## src/rtl/rxf_pkg.sv

```systemverilog
package rxf_pkg;

    typedef enum logic [1:0] {
        SEL_DATA = 2'd0,
        SEL_CTRL = 2'd1,
        SEL_STAT = 2'd2,
        SEL_LINE = 2'd3
    } rxf_sel_e;

    localparam int TRIG_LSB = 7;
    localparam int FLOW_LSB = 9;
    localparam int CTRL_W   = 5;

    // trigger level chosen by the 2-bit field
    function automatic int trig_level(input logic [1:0] code);
        case (code)
            2'd0:    return 1;
            2'd1:    return 4;
            2'd2:    return 8;
            default: return 14;
        endcase
    endfunction

    // flow-control limit chosen by the 3-bit field
    function automatic int flow_limit(input logic [2:0] code);
        if (code == 3'd0)      return 15;
        else if (code == 3'd1) return 1;
        else                   return 2 * int'(code);
    endfunction

endpackage

```

## src/rtl/rxf_mem.sv

```systemverilog
module rxf_mem #(
    parameter int DW    = 8,
    parameter int DEPTH = 16,
    localparam int AW   = $clog2(DEPTH)
) (
    input  logic          clk,
    input  logic          we,
    input  logic [AW-1:0] waddr,
    input  logic [DW-1:0] wdata,
    input  logic [AW-1:0] raddr,
    output logic [DW-1:0] rdata
);
    logic [DW-1:0] cell_q [DEPTH];

    for (genvar g = 0; g < DEPTH; g++) begin : g_cell
        always_ff @(posedge clk) begin
            if (we && (waddr == AW'(g))) cell_q[g] <= wdata;
        end
    end

    assign rdata = cell_q[raddr];
endmodule

```

## src/rtl/rxf_thresh.sv

```systemverilog
module rxf_thresh
    import rxf_pkg::*;
#(
    parameter int CW = 5
) (
    input  logic [1:0]    trig_code,
    input  logic [2:0]    flow_code,
    input  logic [CW-1:0] cnt_next,
    input  logic [CW-1:0] cnt_now,
    output logic          full_hit,
    output logic          has_data,
    output logic          accept
);
    always_comb begin
        full_hit = int'(cnt_next) >= trig_level(trig_code);
        has_data = cnt_next != '0;
        accept   = int'(cnt_now) < flow_limit(flow_code);
    end
endmodule

```

## src/rtl/rx_trig_fifo.sv

```systemverilog
module rx_trig_fifo
    import rxf_pkg::*;
#(
    parameter int DW    = 8,
    parameter int DEPTH = 16,
    parameter int RW    = 16
) (
    input  logic          clk,
    input  logic          rst_n,
    input  logic          push_valid,
    input  logic [DW-1:0] push_data,
    output logic          accept,
    input  logic          reg_rd,
    input  logic          reg_wr,
    input  logic [1:0]    reg_sel,
    input  logic [RW-1:0] reg_wdata,
    output logic [RW-1:0] reg_rdata
);
    localparam int AW = $clog2(DEPTH);
    localparam int CW = $clog2(DEPTH + 1);
    localparam logic [RW-1:0] STAT_FIXED = RW'(16'h0060);

    typedef struct packed {
        logic [AW-1:0]     wptr;
        logic [AW-1:0]     rptr;
        logic [CW-1:0]     count;
        logic [CTRL_W-1:0] ctrl;
        logic              rdf;
        logic              dr;
        logic              ovr;
    } rxf_state_t;

    rxf_state_t st_d, st_q;

    logic          pop_w, push_ok_w, drop_w, full_w;
    logic [CW-1:0] cnt_next;
    logic          hit_w, nz_w;
    logic [DW-1:0] head_w;
    logic          line_rd_w, line_wr_w;
    logic [CW-1:0] fill_q;

    assign full_w    = st_q.count == CW'(DEPTH);
    assign pop_w     = reg_rd && (reg_sel == SEL_DATA) && (st_q.count != '0);
    assign push_ok_w = push_valid && (!full_w || pop_w);
    assign drop_w    = push_valid && full_w && !pop_w;
    assign line_rd_w = reg_rd && (reg_sel == SEL_LINE);
    assign line_wr_w = reg_wr && (reg_sel == SEL_LINE);
    assign fill_q    = st_q.count;

    always_comb begin
        case ({push_ok_w, pop_w})
            2'b10:   cnt_next = st_q.count + CW'(1);
            2'b01:   cnt_next = st_q.count - CW'(1);
            default: cnt_next = st_q.count;
        endcase
    end

    rxf_mem #(.DW(DW), .DEPTH(DEPTH)) u_mem (
        .clk   (clk),
        .we    (push_ok_w),
        .waddr (st_q.wptr),
        .wdata (push_data),
        .raddr (st_q.rptr),
        .rdata (head_w)
    );

    rxf_thresh #(.CW(CW)) u_thr (
        .trig_code (st_q.ctrl[TRIG_LSB-TRIG_LSB +: 2]),
        .flow_code (st_q.ctrl[FLOW_LSB-TRIG_LSB +: 3]),
        .cnt_next  (cnt_next),
        .cnt_now   (st_q.count),
        .full_hit  (hit_w),
        .has_data  (nz_w),
        .accept    (accept)
    );

    always_comb begin
        st_d       = st_q;
        st_d.count = cnt_next;
        if (push_ok_w) st_d.wptr = st_q.wptr + AW'(1);
        if (pop_w)     st_d.rptr = st_q.rptr + AW'(1);

        // flags follow the occupancy only when it actually moves
        if (push_ok_w || pop_w) begin
            st_d.rdf = hit_w;
            st_d.dr  = !hit_w && nz_w;
        end

        if (reg_wr && (reg_sel == SEL_CTRL))
            st_d.ctrl = reg_wdata[TRIG_LSB +: CTRL_W];

        if (line_wr_w)      st_d.ovr = reg_wdata[0];
        else if (line_rd_w) st_d.ovr = 1'b0;
        if (drop_w)         st_d.ovr = 1'b1;
    end

    always_ff @(posedge clk) begin
        if (!rst_n) st_q <= '0;
        else        st_q <= st_d;
    end

    always_comb begin
        case (reg_sel)
            SEL_DATA: reg_rdata = (st_q.count != '0) ? RW'(head_w) : '0;
            SEL_CTRL: reg_rdata = RW'({st_q.ctrl, {TRIG_LSB{1'b0}}});
            SEL_STAT: reg_rdata = STAT_FIXED | RW'({st_q.rdf, st_q.dr});
            default:  reg_rdata = RW'(st_q.ovr);
        endcase
    end
endmodule

```

## config.mk

```make
export PLATFORM = sky130hd
export DESIGN_NAME = rx_trig_fifo
export DESIGN_NICKNAME = d
export VERILOG_FILES = /design/src/rtl/rxf_pkg.sv /design/src/rtl/rxf_mem.sv /design/src/rtl/rxf_thresh.sv /design/src/rtl/rx_trig_fifo.sv
export SDC_FILE = /design/constraint.sdc
export NUM_CORES = 1
export LEC_CHECK = 0
export BUFFER_PORTS_ARGS = -buffer_cell sky130_fd_sc_hd__buf_2
export CAP_MARGIN = 15
export CORE_MARGIN = 5
export CORE_UTILIZATION = 58
export DETAILED_ROUTE_END_ITERATION = 8
export PLACE_DENSITY = 0.77
export SYNTH_ARGS = -nofsm -noshare
export SYNTH_HDL_FRONTEND = slang
export SYNTH_SLANG_ARGS = --single-unit
```

## constraint.sdc

```tcl
create_clock -name clk -period 6.4 [get_ports clk]
set_input_delay 0.32 -clock clk [delete_from_list [all_inputs] [get_ports clk]]
set_output_delay 0.32 -clock clk [all_outputs]
set_load 0.05 [all_outputs]
```

==> parameters.txt, run 1 <==
Parameter                              Value

Clocking
  CTS clk-pin slew, worst paths ... 0.06 ns
  CTS tree ... built
  Clock tree root buffer cell ... sky130_fd_sc_hd__clkbuf_16
  Number of buffers inserted during clock tree synthesis ... 17
  Buffers inserted during post-CTS setup optimization ... 0
  Number of cells upsized or downsized after cts ... 0
  Source-to-sink clock delay at the later pin of the worst-skew pair ... 0.42 ns
  Maximum number of buffers from clock root to sink ... 2
  Number of levels the H-tree was split into ... 4
  Hold Buf Count CTS ... 0
  Clock Sinks ... 153

Critical path
  Arrival time at the worst endpoint ... 4.28 ns
  RR Startpoint ... fill_q[1]
  Buf+Inv Stages, Crit Path ... 2
  Required time worst endpoint ... 6.76 ns
  Top fanout value on the critical path ... 13
  Start-to-end type of the worst setup path ... reg2reg
  Largest delay contributor family on the critical path ... simple AND/OR/NAND/NOR gates
  Cell chain of the critical path ... nor4_2 > nand2_1 > and3_1 > inv_1 > ha_1 > a31oi_1 > mux2i_1 > a221oi_2 > inv_1 > ha_1 > a311o_1 > a211oi_1 > and3_1 > a32o_1
  Category of the worst setup path capture point ... flop
  Delay of the slowest cell on the worst path ... 0.47 ns
  Cell type of the slowest stage on the worst timing path ... sky130_fd_sc_hd__nor4_2
  Critical Path Source ... fill_q[1]
  Category of the worst setup path launch point ... flop

Global route
  Grt peak-use layer ... met2
  Fraction of met1 tracks used by global routing ... 28.79%
  Met3 routing resource usage after global routing ... 6.321%
  Global-route wire length before repair ... 21010 µm
  Number of global-route vias before repair ... 3619
  Remaining global-route overflow ... 0
  Initial antenna violation count ... 0
  Largest net degree at the start of global routing ... 33
  Overall track demand over capacity in global routing ... 22.18%
  Grt met2 use ... 36.79%

Routing
  Post-detailed-route DRC marker count ... 0
  Via density ... 6.205
  Drt wl/cell ... 23.29 µm
  Number of detailed-route iterations in the first pass ... 5
  Initial DRC Count ... 310
  Residual antenna-violating net count after detailed routing ... 0
  Via count ... 3667
  Total Wirelength ... 13770 µm

Synthesis
  Synth Flop Type ... sky130_fd_sc_hd__edfxtp_1
  Syn Std Cell Area ... 6534 µm²
  Largest family of logic cells by synthesized area ... multiplexers
  Yosys synthesis warning count ... 0
  Fraction of the mapped netlist area in adder cells ... 2.681%
  Basic-gate share of the synthesized area counting and, or, nand and nor cells ... 8.005%
  Multiplexer share of the synthesized area ... 14.57%
  Average size of a mapped cell ... 15.97 µm²
  Seq/Total Area, Yosys ... 66.49%
  Area fraction of the dominant cell type after synthesis ... 58.83%
  Xor and xnor fraction of the mapped netlist area ... 1.340%
  Library cell occupying the most area in the post-synthesis netlist ... sky130_fd_sc_hd__edfxtp_1
  Synthesized instance count ... 409
  Number of synthesized flops with an enable pin ... 128
  Share of flip-flops with an asynchronous set or reset ... 0%
  Synthesis-stage register bit count ... 153
  Top area cells in the synthesized netlist ... sky130_fd_sc_hd__edfxtp_1, sky130_fd_sc_hd__mux4_2, sky130_fd_sc_hd__dfxtp_1, sky130_fd_sc_hd__ha_1, sky130_fd_sc_hd__nor2_1
  Unique masters post-synth ... 48
  Synth Area in Compound Gates ... 4.002%

Timing
  Slew at the pin closest to its max-slew limit ... 1.193 ns
  Clock period minus final worst setup slack ... 3.918 ns
  Worst setup skew after layout ... 0.005688 ns
  Unrepaired setup endpoints after global routing ... false
  Final cycle utilization of the critical path ... 61.22%
  Total Neg Setup Slack ... 0 ns
  PnR worst setup slack ... 2.482 ns
  Setup violators final ... 0
  Hold violation count in the final report ... 0
  Worst slew margin relative to its limit ... 20.20%
  Timing-limited maximum frequency ... 0.2552 GHz
  Final max-slew violation count ... 0

Placement
  Detailed Place HPWL ... 8295 µm
  Placement-stage worst setup slack ... 2.445 ns
  Dpl cells ... 559
  Number of port buffers ... 33
  Routability-driven placement congestion ratio ... 0.8730

Finish
  Count of nets after finishing ... 483
  Most common cell after layout, fill and taps aside ... sky130_fd_sc_hd__edfxtp_1
  Share of post-route cells with drive strength above 1 ... 26.16%
  Area delta synth->final ... 13.50%
  Number of standard cells in the final layout excluding fillers ... 591
  Antenna diode count ... 0
  Commonest cells after routing, fill and taps aside ... sky130_fd_sc_hd__edfxtp_1, sky130_fd_sc_hd__mux4_2, sky130_fd_sc_hd__nor2_1

Floorplan
  Count of boundary I/O pins ... 48
  Die width ... 116.1 µm
  Die height ... 116.1 µm
  Std-Cell Core Area ... 10940 µm²
  Total Die Area ... 13490 µm²
  Number of placement rows ... 38
  Starting density of the core ... 59.75%

Status
  Outcome ... complete, no violations

Power and ir drop
  Logic pwr share ... 9.2%
  Portion of total power attributed to sequential cells ... 47.0%
  Power per cell area ... 322.6 nW/µm²
  Clk pwr share ... 43.9%
  Switching power ... 0.0005515 W
  Switching share of power ... 23.05%
  Largest voltage drop on the vdd net ... 266.4 µV
  Internal cell power ... 0.001841 W
  Leak Pwr ... 2.504 nW

Min path
  Hold path start ... reg_wdata[10]
  Hold crit path type ... in2reg

Run
  Maximum capacitance violations ... 0
kinds of logic after synthesis:
group	after synthesis
compound gates	36
xor+xnor	10
fa+ha+maj	14
buf+inv	43
flops	153
mux	45
other cells	1
simple gates	107
stage by stage:
stage / total power [W] / util (%) / hold slack [ns] / instance area, µm²
2_1_floorplan: 0.001301 / - / 0.4189 / 6545
3_3_place_gp: 0.001354 / 62.11 / 0.4610 / 6792
3_5_place_dp: 0.001361 / 62.11 / 0.4732 / 6792
4_1_cts: 0.002404 / 67.81 / 0.1345 / 7416
5_1_grt: 0.002475 / 67.81 / 0.1600 / 7416
6_report: 0.002392 / 67.81 / 0.1422 / 7416
worst paths after layout:
check	to	slack (ns)	depth (start not counted)
worst max-delay path	st_q[1]	2.48	14
worst min-delay path	st_q[6]	0.14	3
worst max register to register	st_q[1]	2.48	14
worst min register to register	st_q[2]	0.48	2
power groups by stage:
stage | clock, W | sequential, W | combinational [W]
floorplan | 0 | 0.00113 | 0.000170
detailed placement | 0 | 0.00114 | 0.000218
global route | 0.00111 | 0.00113 | 0.000243
finish | 0.00105 | 0.00112 | 0.000219
global placement | 0 | 0.00114 | 0.000212
CTS | 0.00106 | 0.00112 | 0.000220
worst register-to-register path: cells and delay by family, from the launching register on:
family | cells | cell delay [ns]
muxes | 1 | 0.10
AOI/OAI and AO/OA | 5 | 1.18
DFF | 1 | 0.43
adders and majority gates | 2 | 0.59
and+or+nand+nor | 4 | 1.36
buffers and inverters | 2 | 0.19
layout make-up:
class | count | area, µm²
flip-flops and latches | 153 | 4345
fillers | 750 | 3520
multi-input cells | 216 | 2034
clock buffers | 19 | 432.9
clock inverters | 13 | 191.4
repair buffers | 35 | 180.2
well taps | 140 | 175.2
inverters | 15 | 56.30
flip-flops by register name, indices dropped and copies added (netlist names), named ones only:
| name | count |
|---|---|
| st_q | 16 |
| u_mem.cell_q | 128 |
| fill_q | 5 |
metal layers:
metal / vias to the layer above / routed length (µm)
li1: 1637 / -
met4: 0 / 212
met5: - / 0
met1: 1845 / 5381
met3: 20 / 1215
met2: 165 / 6958
cell usage after synthesis (all sizes together) (6+ instances only):
library cell and count:
edfxtp 128, mux4 40, nor2 38, nand2 26, dfxtp 25, clkbuf 16
ha 14, inv 14, a21oi 13, buf 12, nor3 9, and2 7
xnor2 6
(Power assumes the default switching activity.)
==> inputs of run 2 (changes only) <==
clock period = 3.7 ns   (was 6.4 ns; I/O delays follow)
==> parameters.txt, run 2 (synthesis gave the netlist of run 1 again) <==
Parameter                              Value

Power and ir drop
  Power per cell area ... 547.3 nW/µm² (+70%)
  Final total power ... 0.004152 W (+74%)
  Largest voltage drop on the vdd net ... 316.0 µV (+19%)
  Leak Pwr ... 2.616 nW (+4.4%)

Clocking
  Source-to-sink clock delay at the later pin of the worst-skew pair ... 0.42 ns (about the same)
  CTS tree ... built
  Maximum number of buffers from clock root to sink ... 2 (unchanged)
  Clock tree root buffer cell ... sky130_fd_sc_hd__clkbuf_16
  Clock Sinks ... 153 (unchanged)
  Number of levels the H-tree was split into ... 4 (unchanged)
  Number of buffers inserted during clock tree synthesis ... 17 (unchanged)
  CTS clk-pin slew, worst paths ... 0.06 ns (about the same)

Routing
  Initial DRC Count ... 389 (+25%)
  Residual antenna-violating net count after detailed routing ... 0 (unchanged)
  Via count ... 3778 (+3.0%)
  Drt wl/cell ... 22.65 µm (-2.8%)
  Total Wirelength ... 13950 µm (+1.3%)
  Via density ... 6.133 (-1.2%)
  Number of detailed-route iterations in the first pass ... 5 (unchanged)
  Post-detailed-route DRC marker count ... 0 (unchanged)

Critical path
  Category of the worst setup path launch point ... flop
  Cell type of the slowest stage on the worst timing path ... sky130_fd_sc_hd__dfxtp_1
  Largest delay contributor family on the critical path ... compound AO/OA/AOI/OAI gates
  Length in cells of the worst reg-to-reg path ... 14 (unchanged)
  Cell chain of the critical path ... nor4_2 > nand2_1 > and3_1 > inv_1 > ha_1 > a31oi_1 > mux2i_1 > a221oi_2 > inv_1 > ha_1 > a311o_1 > a211oi_1 > and3_1 > a32o_1
  R2R setup slack ... 0.26 ns (-2.22 ns)
  Category of the worst setup path capture point ... flop
  Delay of the slowest cell on the worst path ... 0.43 ns (-0.04 ns)
  Buf+Inv Stages, Crit Path ... 2 (unchanged)
  Arrival time at the worst endpoint ... 3.80 ns (-0.48 ns)
  Critical path depth ... 14 (unchanged)
  Start-to-end type of the worst setup path ... reg2reg
  Top fanout value on the critical path ... 10 (-3)
  Required time worst endpoint ... 4.06 ns (-2.70 ns)
  RR Startpoint ... fill_q[1]
  Terminus of the critical flop-to-flop path ... st_q[1]

Floorplan
  Count of boundary I/O pins ... 48 (unchanged)
  Number of placement rows ... 38 (unchanged)
  Die width ... 116.1 µm (unchanged)
  Starting density of the core ... 59.75% (unchanged)
  Std-Cell Core Area ... 10940 µm² (unchanged)
  Total Die Area ... 13490 µm² (unchanged)
  Die height ... 116.1 µm (unchanged)

Timing
  Unrepaired setup endpoints after global routing ... false
  Clock period minus final worst setup slack ... 3.443 ns (-0.4751 ns)
  Final cycle utilization of the critical path ... 93.05% (+32 points)
  Total Neg Setup Slack ... 0 ns (unchanged)
  Hold violation count in the final report ... 0 (unchanged)
  Setup violators final ... 0 (unchanged)
  Slew at the pin closest to its max-slew limit ... 0.9539 ns (-0.2387 ns)
  Final max-slew violation count ... 0 (unchanged)
  Worst Hold Slack ... 0.02175 ns (-0.1205 ns)
  Worst slew margin relative to its limit ... 36.17% (+16 points)
  Timing-limited maximum frequency ... 0.2905 GHz (+14%)
  Worst setup skew after layout ... 0.006946 ns (+0.001258 ns)

Placement
  Detailed Place HPWL ... 8961 µm (+8.0%)
  Routability-driven placement congestion ratio ... 0.8579 (-1.7%)
  Number of port buffers ... 33 (unchanged)

Global route
  Overall track demand over capacity in global routing ... 22.13% (-0.048 points)
  Number of global-route vias before repair ... 3686 (+1.9%)
  Remaining global-route overflow ... 0 (unchanged)
  Global-route wire length before repair ... 21180 µm (+0.79%)
  Initial antenna violation count ... 1 (+1)
  Largest net degree at the start of global routing ... 21 (-36%)

Finish
  Most common cell after layout, fill and taps aside ... sky130_fd_sc_hd__edfxtp_1
  Biggest register ... u_mem.cell_q
  FILL cells ... 700 (-6.7%)
  Flip-flop count of the largest register after layout ... 128 (unchanged)
  Count of nets after finishing ... 507 (+5.0%)
  Commonest cells after routing, fill and taps aside ... sky130_fd_sc_hd__edfxtp_1, sky130_fd_sc_hd__mux4_2, sky130_fd_sc_hd__nor2_1
  Area delta synth->final ... 16.11%
  Share of post-route cells with drive strength above 1 ... 29.26% (+3.1 points)

Min path
  Hold Crit Depth ... 3 (unchanged)
  Hold endpoint ... st_q[3]
  Hold path start ... reg_wdata[7]
  Hold crit path type ... in2reg

Run
  Maximum capacitance violations ... 0 (unchanged)

Status
  Outcome ... complete, no violations
[run 2: cell count changes in the layout (fill, tap and decap cells not counted), moves of 2 or more]
cell | before | now
sky130_fd_sc_hd__buf_4 | 2 | 24
sky130_fd_sc_hd__nor3_1 | 3 | 7
sky130_fd_sc_hd__clkinv_4 | 3 | 1
sky130_fd_sc_hd__nor3_2 | 6 | 2
sky130_fd_sc_hd__inv_8 | 0 | 3
[run 2: power by group]
part | switching (W) | internal, W
Combinational | 0.000252 | 0.000170
Sequential | 0.0000324 | 0.00191
Clock | 0.000709 | 0.00108
Total | 0.000994 | 0.00316
[run 2: stage by stage]
stage	utilization [%]	area (µm²)	worst slack, ns	instances
floorplan	-	6545	0.1331	412
global placement	63.62	6957	0.4057	582
detailed placement	63.62	6957	0.3399	582
CTS	69.35	7584	0.2996	615
global route	69.37	7586	0.05669	616
finish	69.37	7586	0.2572	616
[run 2: worst min-delay path: cells and delay by family]
family,cells,cell delay (ns)
buffers and inverters,1,0.09
and+or+nand+nor,1,0.06
AOI/OAI and AO/OA,1,0.05
[run 2: final cells by class]
class | count | area [µm²] | area share (%)
clock buffer | 18 | 429.2 | 5.657
inverter | 15 | 56.30 | 0.7422
clock inverter | 14 | 187.7 | 2.474
timing repair buffer | 59 | 375.4 | 4.948
tap | 140 | 175.2 | 2.309
sequential | 153 | 4345 | 57.28
antenna | 1 | 2.502 | 0.03299
multi-input combinational | 216 | 2014 | 26.55
[run 2: layer usage]
| metal | vias to the layer above | part of all wire, % | track usage, % | wire length (µm) |
|---|---|---|---|---|
| li1 | 1680 | - | - | - |
| met1 | 1902 | 39 | 29.61 | 5506 |
| met2 | 181 | 52 | 36.40 | 7252 |
| met3 | 15 | 7.4 | 4.404 | 1028 |
| met4 | 0 | 1.2 | 8.507 | 163 |
| met5 | - | 0 | 0 | 0 |
[run 2: how the worst max path moves through the flow]
stage                     slack (ns)       from  endpoint
after global placement          0.41  fill_q[1]   st_q[1]
after floorplan                 0.13  fill_q[1]   st_q[1]
after CTS                       0.30  fill_q[1]   st_q[1]
after detailed placement        0.34  fill_q[1]   st_q[1]
final                           0.26  fill_q[1]   st_q[1]
after global routing            0.06  fill_q[1]   st_q[1]
[run 2: timing repair]
action | CTS | global route
setup buffers | 0 | 0
endpoints found under the hold margin | 1 | 0
resized for setup | 0 | 0
hold buffers | 1 | 0
==> inputs of run 3 (changes only) <==
SYNTH_HIERARCHICAL = 1   (was unset)
==> parameters.txt, run 3 <==
Parameter                              Value

Critical path
  Category of the worst setup path launch point ... flop
  Critical Path Source ... fill_q[1]
  Arrival time at the worst endpoint ... 3.82 ns (+0.02 ns)
  Start-to-end type of the worst setup path ... reg2reg
  R2R setup slack ... 0.27 ns (about the same)
  Cell chain of the critical path ... or4_4 > o21bai_4 > inv_1 > ha_2 > xor2_1 > ha_1 > a21oi_2 > xnor2_1 > nand2_1 > xnor2_1 > ha_1 > nand2_1 > o21ai_1 > nor2_1 > a22oi_1 > nor2_1
  Cell type of the slowest stage on the worst timing path ... sky130_fd_sc_hd__or4_4
  Largest delay contributor family on the critical path ... simple AND/OR/NAND/NOR gates
  Category of the worst setup path capture point ... flop
  Delay of the slowest cell on the worst path ... 0.60 ns (+0.17 ns)
  Buf+Inv Stages, Crit Path ... 1 (-1)
  Top fanout value on the critical path ... 9 (-1)
  Required time worst endpoint ... 4.09 ns (+0.03 ns)
  RR Startpoint ... fill_q[1]

Synthesis
  Share of flip-flops with an asynchronous set or reset ... 0% (unchanged)
  Syn Std Cell Area ... 6491 µm² (-0.65%)
  Yosys synthesis warning count ... 6 (+6)
  Largest family of logic cells by synthesized area ... multiplexers
  Xor and xnor fraction of the mapped netlist area ... 1.349% (+0.0088 points)
  Cell with the most instances after synthesis ... sky130_fd_sc_hd__edfxtp_1
  Fraction of the mapped netlist area in adder cells ... 2.506% (-0.18 points)
  List of most frequent post-synthesis cells ... sky130_fd_sc_hd__edfxtp_1, sky130_fd_sc_hd__nor2_1, sky130_fd_sc_hd__nand2_1
  Average size of a mapped cell ... 16.03 µm² (+0.33%)
  Basic-gate share of the synthesized area counting and, or, nand and nor cells ... 8.770% (+0.77 points)
  Synthesis-stage register bit count ... 149 (-2.6%)
  Synth Area in Compound Gates ... 5.089% (+1.1 points)
  Area fraction of the dominant cell type after synthesis ... 59.21% (+0.39 points)
  Synth Flop Type ... sky130_fd_sc_hd__edfxtp_1
  Multiplexer share of the synthesized area ... 13.34% (-1.2 points)
  Synthesized instance count ... 405 (-0.98%)
  Seq/Total Area, Yosys ... 65.69% (-0.80 points)
  Library cell occupying the most area in the post-synthesis netlist ... sky130_fd_sc_hd__edfxtp_1
  Number of synthesized flops with an enable pin ... 128 (unchanged)
  Unique masters post-synth ... 52 (+8.3%)
  Top area cells in the synthesized netlist ... sky130_fd_sc_hd__edfxtp_1, sky130_fd_sc_hd__dfxtp_1, sky130_fd_sc_hd__mux4_2, sky130_fd_sc_hd__mux4_1, sky130_fd_sc_hd__ha_1

Clocking
  Clock tree root buffer cell ... sky130_fd_sc_hd__clkbuf_8
  Number of buffers inserted during clock tree synthesis ... 17 (unchanged)
  Number of levels the H-tree was split into ... 4 (unchanged)
  Source-to-sink clock delay at the later pin of the worst-skew pair ... 0.52 ns (+0.10 ns)
  Clock Sinks ... 149 (-2.6%)
  Buffers inserted during post-CTS setup optimization ... 0 (unchanged)
  Maximum number of buffers from clock root to sink ... 2 (unchanged)
  CTS tree ... built
  CTS clk-pin slew, worst paths ... 0.06 ns (about the same)

Finish
  Area delta synth->final ... 14.44%
  Flip-flop count of the largest register after layout ... 128 (unchanged)
  Sequential Area ... 4265 µm² (-1.8%)
  Multi-input combinational cell area ... 2037 µm² (+1.1%)
  Count of nets after finishing ... 502 (-0.99%)
  Biggest register ... u_mem/cell_q
  Final Util ... 68.23% (-1.1 points)
  Antenna diode count ... 0 (-1)
  Commonest cells after routing, fill and taps aside ... sky130_fd_sc_hd__edfxtp_1, sky130_fd_sc_hd__buf_2, sky130_fd_sc_hd__nor2_1
  FILL cells ... 691 (-1.3%)
  Share of post-route cells with drive strength above 1 ... 21.66% (-7.6 points)
  Most common cell after layout, fill and taps aside ... sky130_fd_sc_hd__edfxtp_1

Timing
  Timing-limited maximum frequency ... 0.2916 GHz (+0.39%)
  Worst slew margin relative to its limit ... 36.70% (+0.53 points)
  Setup violators final ... 0 (unchanged)
  Slew at the pin closest to its max-slew limit ... 0.9460 ns (-0.007929 ns)
  Unrepaired setup endpoints after global routing ... false
  Hold violation count in the final report ... 0 (unchanged)
  Final max-slew violation count ... 0 (unchanged)
  Total Neg Setup Slack ... 0 ns (unchanged)
  Worst Hold Slack ... 0.04158 ns (+0.01984 ns)
  Clock period minus final worst setup slack ... 3.429 ns (-0.01336 ns)
  PnR worst setup slack ... 0.2706 ns (+0.01336 ns)
  Final cycle utilization of the critical path ... 92.69% (-0.36 points)
  Worst setup skew after layout ... 0.01134 ns (+0.004391 ns)

Global route
  Remaining global-route overflow ... 0 (unchanged)
  Initial antenna violation count ... 0 (-1)
  Largest net degree at the start of global routing ... 36 (+71%)
  Global-route wire length before repair ... 20220 µm (-4.5%)
  Number of global-route vias before repair ... 3692 (+0.16%)
  Overall track demand over capacity in global routing ... 20.90% (-1.2 points)

Power and ir drop
  Leak Pwr ... 2.624 nW (+0.31%)
  Power per cell area ... 511.2 nW/µm² (-6.6%)
  Largest voltage drop on the vdd net ... 547.6 µV (+73%)

Min path
  Hold crit path type ... in2reg
  Hold path start ... push_data[1]

Floorplan
  Starting density of the core ... 59.62% (-0.13 points)
  Count of boundary I/O pins ... 48 (unchanged)
  Total Die Area ... 13410 µm² (-0.59%)
  Std-Cell Core Area ... 10890 µm² (-0.44%)
  Number of placement rows ... 38 (unchanged)
  Die width ... 115.8 µm (-0.30%)
  Die height ... 115.8 µm (-0.30%)

Routing
  Total Wirelength ... 12800 µm (-8.2%)
  Number of detailed-route iterations in the first pass ... 4 (-1)
  Initial DRC Count ... 313 (-20%)
  Drt wl/cell ... 20.95 µm (-7.5%)
  Via density ... 5.928 (-3.3%)
  Post-detailed-route DRC marker count ... 0 (unchanged)
  Via count ... 3622 (-4.1%)
  Residual antenna-violating net count after detailed routing ... 0 (unchanged)

Placement
  Routability-driven placement congestion ratio ... 0.7980 (-7.0%)
  Placement-stage worst setup slack ... 0.1106 ns (-0.2293 ns)
  Detailed Place HPWL ... 8202 µm (-8.5%)
  Number of port buffers ... 33 (unchanged)

Status
  Outcome ... complete, no violations

Run
  Maximum capacitance violations ... 0 (unchanged)
[run 3: cell types whose count changed after synthesis, sizes merged, moves of 6 or more]
cell,previous run,this run
a22oi,3,17
clkbuf,16,7
inv,14,8
mux4,40,32
nor2,38,30
[run 3: metrics by stage]
step | std cells | area, µm² | power, W
2_1_floorplan | 408 | 6502 | 0.002136
3_3_place_gp | 567 | 6749 | 0.002210
3_5_place_dp | 567 | 6749 | 0.002226
4_1_cts | 611 | 7422 | 0.003822
5_1_grt | 611 | 7428 | 0.003940
6_report | 611 | 7428 | 0.003797
[run 3: layout make-up]
cell class              count  share of cell area [%]
multi-input cells         226                   27.42
well taps                 140                   2.358
inverters                   8                  0.4042
clock inverters            14                   1.819
repair buffers             56                   4.952
clock buffers              18                   5.626
flip-flops and latches    149                   57.42
[run 3: final timing paths]
check	depth (start not counted)	endpoint
worst min register to register	2	st_q[4]
worst min-delay path	1	u_mem/cell_q[9][1]
worst max-delay path	16	st_q[1]
worst max register to register	16	st_q[1]
[run 3: power breakdown]
group	total [W]	internal (W)	switching, W
Sequential	0.00189	0.00186	0.0000345
Clock	0.00159	0.000953	0.000639
Combinational	0.000314	0.000128	0.000186
[run 3: logic make-up (layout without fill, tap and decap cells)]
family / Yosys count / in the layout
AOI/OAI and AO/OA: 46 / 46
muxes: 41 / 41
DFF: 149 / 149
other: 1 / 4
adders and majority gates: 13 / 13
and+or+nand+nor: 112 / 112
xor gates and xnor gates: 10 / 10
buffers and inverters: 33 / 96
[run 3: repair_timing]
| action | CTS | global route |
|---|---|---|
| hold buffers | 12 | 0 |
| setup endpoints to repair | 0 | 2 |
| resized for setup | 0 | 3 |
| endpoints found under the hold margin | 6 | 0 |
[run 3: per-layer routing]
layer,GRT usage [%],vias up,wire length (µm)
li1,-,1686,-
met1,26.53,1809,5313
met2,34.79,108,6479
met3,5.274,19,795
met4,8.353,0,213
met5,0,-,0
